## config.mk

```make
export PLATFORM = sky130hd
export DESIGN_NAME = chain_walker
export DESIGN_NICKNAME = d
export VERILOG_FILES = /design/src/rtl/chain_pkg.sv /design/src/rtl/chain_rst_sync.sv /design/src/rtl/chain_out_slot.sv /design/src/rtl/chain_cost_acc.sv /design/src/rtl/chain_loop_guard.sv /design/src/rtl/chain_walker.sv
export SDC_FILE = /design/constraint.sdc
export NUM_CORES = 1
export LEC_CHECK = 0
export ABC_AREA = 0
export BUFFER_PORTS_ARGS = -buffer_cell sky130_fd_sc_hd__buf_2
export CORE_ASPECT_RATIO = 1.25
export CORE_MARGIN = 2
export CORE_UTILIZATION = 62
export CTS_CLUSTER_SIZE = 14
export DETAILED_ROUTE_END_ITERATION = 10
export PLACE_DENSITY = 0.86
export SLEW_MARGIN = 40
export SYNTH_ARGS = -nofsm -noshare
export SYNTH_HDL_FRONTEND = slang
export SYNTH_SLANG_ARGS = --single-unit
```

## constraint.sdc

```tcl
create_clock -name clk -period 10.76 [get_ports clk]
set_input_delay 0.538 -clock clk [delete_from_list [all_inputs] [get_ports clk]]
set_output_delay 0.538 -clock clk [all_outputs]
set_load 0.05 [all_outputs]
```

## src/rtl/chain_pkg.sv

```systemverilog
package chain_pkg;

  typedef enum logic [2:0] {
    ST_IDLE,
    ST_HREQ,
    ST_HWAIT,
    ST_PREQ,
    ST_PWAIT,
    ST_NEXT,
    ST_FIN
  } walk_state_t;

endpackage

```

## src/rtl/chain_rst_sync.sv

```systemverilog
module chain_rst_sync #(
  parameter int STAGES = 2
) (
  input  logic clk,
  input  logic rst_n_in,
  output logic rst_n_out
);

  logic [STAGES-1:0] sync_q;

  always_ff @(posedge clk or negedge rst_n_in) begin
    if (!rst_n_in) begin
      sync_q <= '0;
    end else begin
      sync_q <= {sync_q[STAGES-2:0], 1'b1};
    end
  end

  assign rst_n_out = sync_q[STAGES-1];

endmodule

```

## src/rtl/chain_out_slot.sv

```systemverilog
module chain_out_slot #(
  parameter int WORD_W = 32
) (
  input  logic              clk,
  input  logic              rst_n,
  input  logic              load,
  input  logic [WORD_W-1:0] din,
  input  logic              ready,
  output logic              valid,
  output logic [WORD_W-1:0] data
);

  logic              valid_q, valid_d;
  logic [WORD_W-1:0] data_q;
  logic              data_en;

  always_comb begin
    valid_d = valid_q;
    if (valid_q && ready) valid_d = 1'b0;
    if (load)             valid_d = 1'b1;
  end

  assign data_en = load;

  always_ff @(posedge clk or negedge rst_n) begin
    if (!rst_n) begin
      valid_q <= 1'b0;
      data_q  <= '0;
    end else begin
      valid_q <= valid_d;
      if (data_en) data_q <= din;
    end
  end

  assign valid = valid_q;
  assign data  = data_q;

endmodule

```

## src/rtl/chain_cost_acc.sv

```systemverilog
module chain_cost_acc #(
  parameter int COST_W    = 32,
  parameter int LEN_W     = 8,
  parameter int NODE_COST = 10,
  parameter int PAY_COST  = 5
) (
  input  logic              clk,
  input  logic              rst_n,
  input  logic              clr,
  input  logic              add,
  input  logic [LEN_W-1:0]  len,
  output logic [COST_W-1:0] cost
);

  logic [COST_W-1:0] cost_q, cost_d;
  logic [COST_W-1:0] amt;

  always_comb begin
    amt = COST_W'(NODE_COST);
    if (len != '0) amt = amt + COST_W'(PAY_COST) + COST_W'(len);
  end

  always_comb begin
    cost_d = cost_q;
    if (clr)      cost_d = '0;
    else if (add) cost_d = cost_q + amt;
  end

  always_ff @(posedge clk or negedge rst_n) begin
    if (!rst_n) cost_q <= '0;
    else        cost_q <= cost_d;
  end

  assign cost = cost_q;

endmodule

```

## src/rtl/chain_loop_guard.sv

```systemverilog
module chain_loop_guard #(
  parameter int ADDR_W     = 24,
  parameter int CNT_W      = 32,
  parameter int CKPT_FIRST = 32
) (
  input  logic              clk,
  input  logic              rst_n,
  input  logic              init,
  input  logic [ADDR_W-1:0] init_addr,
  input  logic              step,
  input  logic [ADDR_W-1:0] next_addr,
  output logic              hit
);

  logic [ADDR_W-1:0] ckpt_q, ckpt_d;
  logic [CNT_W-1:0]  node_q, node_d;
  logic [CNT_W-1:0]  lim_q, lim_d;
  logic              move_ckpt;

  assign hit       = step && (next_addr == ckpt_q);
  assign move_ckpt = step && (node_q == lim_q);

  always_comb begin
    ckpt_d = ckpt_q;
    node_d = node_q;
    lim_d  = lim_q;
    if (init) begin
      ckpt_d = init_addr;
      node_d = '0;
      lim_d  = CNT_W'(CKPT_FIRST);
    end else if (step) begin
      node_d = node_q + 1'b1;
      if (move_ckpt) begin
        ckpt_d = next_addr;
        lim_d  = {lim_q[CNT_W-2:0], 1'b0};
      end
    end
  end

  always_ff @(posedge clk or negedge rst_n) begin
    if (!rst_n) begin
      ckpt_q <= '0;
      node_q <= '0;
      lim_q  <= CNT_W'(CKPT_FIRST);
    end else begin
      ckpt_q <= ckpt_d;
      node_q <= node_d;
      lim_q  <= lim_d;
    end
  end

endmodule

```

## src/rtl/chain_walker.sv

```systemverilog
module chain_walker
  import chain_pkg::*;
#(
  parameter int WORD_W     = 32,
  parameter int ADDR_W     = 24,
  parameter int LEN_W      = 8,
  parameter int MEM_AW     = 21,
  parameter int COST_W     = 32,
  parameter int CNT_W      = 32,
  parameter int CKPT_FIRST = 32,
  parameter int NODE_COST  = 10,
  parameter int PAY_COST   = 5,
  parameter int RST_STAGES = 2
) (
  input  logic              clk,
  input  logic              rst_n,
  input  logic              start,
  input  logic [WORD_W-1:0] start_addr,
  output logic              busy,
  output logic              done,
  output logic              loop_det,
  output logic [COST_W-1:0] cost,
  output logic              mem_req_valid,
  input  logic              mem_req_ready,
  output logic [MEM_AW-1:0] mem_req_addr,
  input  logic              mem_rsp_valid,
  input  logic [WORD_W-1:0] mem_rsp_data,
  output logic              cmd_valid,
  input  logic              cmd_ready,
  output logic [WORD_W-1:0] cmd_data
);

  localparam int END_BIT    = ADDR_W - 1;
  localparam int LEN_LSB    = WORD_W - LEN_W;
  localparam int WORD_BYTES = WORD_W / 8;
  localparam int ALIGN_W    = $clog2(WORD_BYTES);
  localparam logic [MEM_AW-1:0] STRIDE = MEM_AW'(WORD_BYTES);

  logic rst_n_int;

  walk_state_t       state_q, state_d;
  logic [ADDR_W-1:0] nxt_q, nxt_d;
  logic [MEM_AW-1:0] ptr_q, ptr_d;
  logic [LEN_W-1:0]  rem_q, rem_d;
  logic              loop_q, loop_d;
  logic              done_q, done_d;

  logic              can_issue, req_fire, rsp_hdr, rsp_pay;
  logic              start_take, node_step, loop_hit;
  logic [LEN_W-1:0]  hdr_len;
  logic [ADDR_W-1:0] hdr_next;
  logic              start_hi_unused;

  chain_rst_sync #(.STAGES(RST_STAGES)) u_rst (
    .clk       (clk),
    .rst_n_in  (rst_n),
    .rst_n_out (rst_n_int)
  );

  assign start_hi_unused = ^start_addr[WORD_W-1:ADDR_W];

  assign hdr_len  = mem_rsp_data[WORD_W-1:LEN_LSB];
  assign hdr_next = mem_rsp_data[ADDR_W-1:0];

  assign can_issue     = cmd_ready && !cmd_valid;
  assign mem_req_valid = ((state_q == ST_HREQ) || (state_q == ST_PREQ)) && can_issue;
  assign mem_req_addr  = {ptr_q[MEM_AW-1:ALIGN_W], {ALIGN_W{1'b0}}};
  assign req_fire      = mem_req_valid && mem_req_ready;
  assign rsp_hdr       = (state_q == ST_HWAIT) && mem_rsp_valid;
  assign rsp_pay       = (state_q == ST_PWAIT) && mem_rsp_valid;
  assign start_take    = (state_q == ST_IDLE) && start;
  assign node_step     = (state_q == ST_NEXT);

  always_comb begin
    state_d = state_q;
    nxt_d   = nxt_q;
    ptr_d   = ptr_q;
    rem_d   = rem_q;
    loop_d  = loop_q;
    done_d  = 1'b0;
    unique case (state_q)
      ST_IDLE: begin
        if (start) begin
          loop_d = 1'b0;
          ptr_d  = start_addr[MEM_AW-1:0];
          if (start_addr[END_BIT]) state_d = ST_FIN;
          else                     state_d = ST_HREQ;
        end
      end
      ST_HREQ: begin
        if (req_fire) state_d = ST_HWAIT;
      end
      ST_HWAIT: begin
        if (mem_rsp_valid) begin
          nxt_d = hdr_next;
          rem_d = hdr_len;
          ptr_d = ptr_q + STRIDE;
          if (hdr_len == '0) state_d = ST_NEXT;
          else               state_d = ST_PREQ;
        end
      end
      ST_PREQ: begin
        if (req_fire) state_d = ST_PWAIT;
      end
      ST_PWAIT: begin
        if (mem_rsp_valid) begin
          rem_d = rem_q - 1'b1;
          ptr_d = ptr_q + STRIDE;
          if (rem_q == LEN_W'(1)) state_d = ST_NEXT;
          else                    state_d = ST_PREQ;
        end
      end
      ST_NEXT: begin
        if (loop_hit) begin
          loop_d  = 1'b1;
          state_d = ST_FIN;
        end else if (nxt_q[END_BIT]) begin
          state_d = ST_FIN;
        end else begin
          ptr_d   = nxt_q[MEM_AW-1:0];
          state_d = ST_HREQ;
        end
      end
      ST_FIN: begin
        if (!cmd_valid) begin
          done_d  = 1'b1;
          state_d = ST_IDLE;
        end
      end
      default: state_d = ST_IDLE;
    endcase
  end

  always_ff @(posedge clk or negedge rst_n_int) begin
    if (!rst_n_int) begin
      state_q <= ST_IDLE;
      nxt_q   <= '0;
      ptr_q   <= '0;
      rem_q   <= '0;
      loop_q  <= 1'b0;
      done_q  <= 1'b0;
    end else begin
      state_q <= state_d;
      nxt_q   <= nxt_d;
      ptr_q   <= ptr_d;
      rem_q   <= rem_d;
      loop_q  <= loop_d;
      done_q  <= done_d;
    end
  end

  chain_out_slot #(.WORD_W(WORD_W)) u_slot (
    .clk   (clk),
    .rst_n (rst_n_int),
    .load  (rsp_pay),
    .din   (mem_rsp_data),
    .ready (cmd_ready),
    .valid (cmd_valid),
    .data  (cmd_data)
  );

  chain_cost_acc #(
    .COST_W    (COST_W),
    .LEN_W     (LEN_W),
    .NODE_COST (NODE_COST),
    .PAY_COST  (PAY_COST)
  ) u_cost (
    .clk   (clk),
    .rst_n (rst_n_int),
    .clr   (start_take),
    .add   (rsp_hdr),
    .len   (hdr_len),
    .cost  (cost)
  );

  chain_loop_guard #(
    .ADDR_W     (ADDR_W),
    .CNT_W      (CNT_W),
    .CKPT_FIRST (CKPT_FIRST)
  ) u_guard (
    .clk       (clk),
    .rst_n     (rst_n_int),
    .init      (start_take),
    .init_addr (start_addr[ADDR_W-1:0]),
    .step      (node_step),
    .next_addr (nxt_q),
    .hit       (loop_hit)
  );

  assign busy     = (state_q != ST_IDLE);
  assign done     = done_q;
  assign loop_det = loop_q;

endmodule

```

### Yosys cells after proc, flatten, opt, wreduce, memory -nomap -nowiden

Index checks and enable logic that the tools add are counted.
W data, S select, Z words.

| operators by class | value |
|---|---|
| reduce and logical (&&, ||, !) cells | 29 |
| add/sub/neg operators | 5 |
| equal/unequal tests | 19 |
| muxes and demuxes | 38 |

Operators by type and width:

| cell | count |
|---|---|
| $mux W32 | 8 |
| $mux W21 | 4 |
| $mux W24 | 3 |
| $pmux W21 S3 | 1 |
| $mux W3 | 11 |
| $add A32 B1 Y32 const B | 1 |
| $add A32 B32 Y32 | 1 |
| $eq A32 B32 Y1 | 1 |
| $eq A24 B24 Y1 | 1 |
| $add A21 B3 Y21 const B | 1 |
| $pmux W3 S7 | 1 |
| $ne A2 B2 Y1 const B | 9 |
| $mux W8 | 2 |
| $pmux W8 S2 | 1 |
| $reduce_bool A2 Y1 | 6 |
| $add A4 B8 Y9 const A | 1 |
| $eq A3 B3 Y1 const B | 3 |
| $logic_and A1 B1 Y1 | 9 |
| $eq A8 B1 Y1 const B | 1 |
| $logic_not A8 Y1 | 1 |
| $reduce_bool A8 Y1 | 1 |
| $sub A8 B1 Y8 const B | 1 |
| $eq A3 B2 Y1 const B | 2 |
| $mux W1 | 6 |
| other kinds (12) | 15 |

| word-level totals | value |
|---|---|
| logic and storage cells | 104 |
| output and inout bits | 90 |
| register bits | 213 |
| bits of input ports | 70 |

### Depth between registers and ports, before layout

| depth | value |
|---|---|
| depth after elaboration | 6 |
| depth in mapped cells | 13 |
| gate-level depth less buffers | 13 |

### Modules after synthesis

A second synthesis with hierarchy kept.

| unflattened totals | value |
|---|---|
| cell total of the unflattened synthesis | 1222 |
| area total of the unflattened synthesis | 11897.7 µm² |

By module, submodules not included:

| module | times used | cells an instance | area an instance (µm²) | seq. area each (µm²) |
|---|---|---|---|---|
| chain_loop_guard | 1 | 533 | 4764.6 | 2078.2 |
| chain_walker | 1 | 354 | 3437.0 | 1401.3 |
| chain_cost_acc | 1 | 261 | 2264.7 | 800.8 |
| chain_out_slot | 1 | 71 | 1377.6 | 825.8 |
| chain_rst_sync | 1 | 3 | 53.8 | 50.0 |

### Least setup slack after synthesis

No wires, ideal clock.

| timing | value |
|---|---|
| path kind | input port to flip-flop |
| start point | input port mem_rsp_data[28] |
| end point | register u_cost.cost_q[26], in the netlist u_cost.cost[26] |
| stages | 13 |
| arrival | 3.081 ns |
| library setup time | 0.077 ns |
| buffers on the path | 1 |
| setup slack | 7.602 ns |
| required time | 10.683 ns |
| path through | clkbuf_1 nor4_1 and3_1 nor2_1 ha_1 inv_1 fa_1 and2b_1 o31ai_4 a211oi_4 o211ai_2 or3_1 a21oi_1 |

| between the ends | value |
|---|---|
| word-level cells in the longest chain between the ends | 5 |
| elaborated cells between the ends (all ways) | 6 |
| those cells by class | add/sub: 2; mux: 3; reduce/logical: 1 |

Ends and longest elaborated chain:

| element | RTL line | RTL |
|---|---|---|
| start: declaration | chain_walker.sv:27 | `input logic [WORD_W-1:0] mem_rsp_data,` |
| $add A4 B8 Y9 or $reduce_bool A8 Y1 (tied branches) | chain_cost_acc.sv:20 | `if (len != '0) amt = amt + COST_W'(PAY_COST) + COST_W'(len);` |
| $mux W32 (*) | chain_cost_acc.sv:20 |  |
| $add A32 B32 Y32 (*) | chain_cost_acc.sv:26 | `else if (add) cost_d = cost_q + amt;` |
| $mux W32 (*) | chain_cost_acc.sv:26 |  |
| $mux W32 (*) | chain_cost_acc.sv:25 | `if (clr) cost_d = '0;` |
| end signal: assignment | chain_cost_acc.sv:31 | `else cost_q <= cost_d;` |
| end: declaration | chain_cost_acc.sv:15 | `logic [COST_W-1:0] cost_q, cost_d;` |

Every way passes the cells marked *; elsewhere a longest branch is shown, timed or not. The select of a mux whose other input is x is not followed.
A chain may end at the register's enable or synchronous reset.

### Final worst setup path

| timing | value |
|---|---|
| start point | register state_q[0] |
| end point | register u_guard.ckpt_q[5] |

| between the ends | value |
|---|---|
| word-level cells in the longest chain between the ends | 4 |
| elaborated cells between the ends (all ways) | 8 |
| those cells by class | eq/ne: 1; mux: 1; reduce/logical: 6 |

Ends and longest elaborated chain:

| element | RTL line | RTL |
|---|---|---|
| start: declaration | chain_walker.sv:41 | `walk_state_t state_q, state_d;` |
| start signal: assignment | chain_walker.sv:143 | `state_q <= state_d;` |
| $eq A3 B3 Y1 or $logic_not A3 Y1 (tied branches) | chain_walker.sv:72, chain_walker.sv:71 |  |
| $logic_and A1 B1 Y1, on equally long branches | chain_loop_guard.sv:21, chain_walker.sv:71 |  |
| $reduce_bool A2 Y1 (no line) | - |  |
| $reduce_and A2 Y1 (no line) | - |  |
| end signal: assignment | chain_loop_guard.sv:46 | `ckpt_q <= ckpt_d;` |
| end: declaration | chain_loop_guard.sv:15 | `logic [ADDR_W-1:0] ckpt_q, ckpt_d;` |

Parallel ways exist; a longest one is shown, timed or not.

==> results.yml <==
cts:
  postCtsSetupBuffers: 0
  holdBufCountCts: 1
  cts_made_buffers: 22
  cts_resized: 0
  htree_levels: 1
  cts_tree: "built"
  path_clk_slew_ns: 0.06
  root_buffer: "clkbuf_16"
  cts.sinks: 206
  clockBufferDepth: 3
  clock_latency_ns: 0.50
power_and_ir_drop:
  internal_power_mw: 2.05
  clockPowerShare: 0.243
  p_sw_mw: 1.52
  share_seq_of_total_power: 0.365
  power_mw: 3.57
  switching_share: 0.427
  power_frac_comb: 0.393
  leakage_nw: 6.05
  ir_worst_vdd_uv: 212
  p_per_area_mw_per_mm2: 286
die:
  ioPinCount: 160
  dieWidth_um: 122
  coreArea_sq_mm: 0.0169
  initial_utilization: 0.637
  rows: 53
  die_y_um: 151
  dieArea_sq_mm: 0.0185
routing:
  routed_wl_mm: 26.8
  wire_per_inst_um: 18.2
  num_vias: 9053
  drtIter0Drc: 779
  antenna_left: 0
  drtPass1Iterations: 5
  drc_errors: 0
  via_per_inst: 6.13
grt:
  grt_pass1_wl_mm: 43.4
  groute.usage.overall: 0.292
  grt_max_degree: 86
  grt_pass1_vias: 8726
  antenna_found_initial: 1
  grt_overflow: 0
timing:
  worst_pin_slew_ns: 0.810
  setup_viol: 0
  clock_skew_ns: 0.00959
  fin_setup_tns_ns: 0
  post-route-period-util: 0.305
  slew_headroom: 0.455
  slew_viol_final: 0
  period_minus_slack_ns: 3.28
  fmax_ghz: 0.305
  hold_viol_final: 0
  rsz0062_at_grt: "false"
worst_setup_path:
  crit_chain: "nand3b_2, nor4_1, nand4_1, buf_4, nand2_4, o21a_1"
  setup.worst_path.start_class: "register"
  cp-end-kind: "register"
  critPathKind: "register to register"
  critPathMaxStageDelay_ns: 0.70
  worstPathMaxFanout: 38
  critPathSlowestCell: "dfrtp_1"
  cp.required_ns: 11.19
  critPathArrivalTime_ns: 3.71
synth:
  synth_flop_cell: "dfrtp_1"
  synth_edf_count: 0
  ys_seq_area_frac: 0.479
  syn_area_sq_mm: 0.0108
  ys_warn_count: 0
  yosysUniqueCellTypes: 72
  synth_area_leader_cell: "dfrtp_1"
  async_flop_share: 1.00
  ys_ff_latch: 206
  synthCells: 1107
  yosys.area.top_type_share: 0.476
  synth.avg_cell_area_sq_um: 9.73
  synth_area_leaders: "dfrtp_1, nand2_1, xor2_1"
run_status:
  outcome: "finished clean"
cells_and_area:
  nets: 1326
  drive_above_1_share: 0.200
  final_cells: 1476
  area_growth_pct: 16.0
  stdcell_area_sq_mm: 0.0125
placed_design:
  place_area_sq_mm: 0.0116
  placed_cells: 1434
  gp_congestion: 0.881
  port_buffers: 149
  hpwlAfterDp_mm: 18.1
min_path:
  hold_class: "input pin to register"
run:
  maxCapViolCount: 0
==> layer usage <==
| metal | track usage | wire (um) |
|---|---|---|
| met5 | 0 | 0 |
| met4 | 0.0994 | 830 |
| met3 | 0.0377 | 1580 |
| met2 | 0.486 | 13500 |
| met1 | 0.397 | 11000 |
==> state kept, by name, summed over array words and instances, names as in the netlist <==
name,count
done,1
loop_det,1
nxt_q,24
ptr_q,19
rem_q,8
state_q,3
u_cost.cost,32
u_guard.ckpt_q,24
u_guard.lim_q,27
u_guard.node_q,32
u_rst.sync_q,2
u_slot.data,32
u_slot.valid,1
==> final timing paths <==
| path | from | slack [ns] | cells past startpoint | endpoint |
|---|---|---|---|---|
| worst max-delay path | state_q[0]$_DFFE_PN0P_ | 7.48 | 6 | u_guard.ckpt_q[5]$_DFFE_PN0P_ |
| worst min-delay path | mem_rsp_data[7] | 0.25 | 3 | nxt_q[7]$_DFFE_PN0P_ |
| worst max register to register | state_q[0]$_DFFE_PN0P_ | 7.48 | 6 | u_guard.ckpt_q[5]$_DFFE_PN0P_ |
| worst min register to register | u_rst.sync_q[0]$_DFF_PN0_ | 0.36 | 0 | u_rst.sync_q[1]$_DFF_PN0_ |
| max in group asynchronous | u_rst.sync_q[1]$_DFF_PN0_ | 9.23 | 1 | u_guard.ckpt_q[20]$_DFFE_PN0P_ |
| min in group asynchronous | rst_n | 0.34 | 2 | u_rst.sync_q[1]$_DFF_PN0_ |
==> power by group through the flow <==
stage	Clock, mW	Sequential, mW	Combinational [mW]
after floorplan	0	1.59	0.735
after global placement	0	1.29	1.34
after detailed placement	0	1.30	1.38
after CTS	0.874	1.29	1.40
after global routing	0.908	1.34	1.51
final	0.867	1.30	1.40
==> cell type report <==
class,instances,area [sq um]
Multi-Input combinational cell,825,5280
Sequential cell,206,5160
Fill cell,1174,4410
Timing Repair Buffer,161,853
Clock buffer,29,628
Tap cell,220,275
Clock inverter,11,209
Inverter,23,86.3
Antenna cell,1,2.50
==> Yosys cell counts (23+ instances only) <==
cell	instances
mux2i_1	33
o22a_1	23
inv_1	23
o21ai_0	61
nand2_1	163
nor2_1	100
a21oi_1	36
mux2_2	30
xnor2_1	33
nand3_1	51
xor2_1	63
clkbuf_1	25
o21a_1	25
dfrtp_1	205
==> placed cells by master, fill, tap and decap left out, types with 18 or more instances in the layout <==
master     instances
a21oi_1           36
nand3_1           51
inv_1             23
nor2_1            99
xnor2_1           33
xor2_1            63
dfrtp_1          204
nand2_1          162
clkbuf_16         23
buf_2            149
o21ai_0           61
mux2i_1           33
o21a_1            25
nand4_1           18
o22a_1            23
mux2_2            30
==> cells by family after synthesis <==
family	synth area share
AO/OA/AOI/OAI	0.143
XOR/XNOR	0.0781
adder cells (fa/ha/maj)	0.0204
buffers and inverters	0.0325
flip-flops	0.479
multiplexers	0.0620
other	0.000697
AND/OR/NAND/NOR	0.184
==> stage by stage <==
step	utilization	worst slack (ns)	hold WS [ns]
final	0.739	7.48	0.250
after detailed placement	0.688	7.15	0.324
after CTS	0.738	7.56	0.243
after floorplan	-	4.60	0.242
after global routing	0.739	7.29	0.254
after global placement	0.686	7.20	0.323
==> worst max-delay path, delay by kind of cell, from the launching register on <==
family	cells	cell delay, ns
AOI/OAI and AO/OA	1	0.18
buffers and inverters	1	0.50
DFF	1	0.70
and+or+nand+nor	4	1.78
Note: power is estimated with default switching activity, not from simulation.
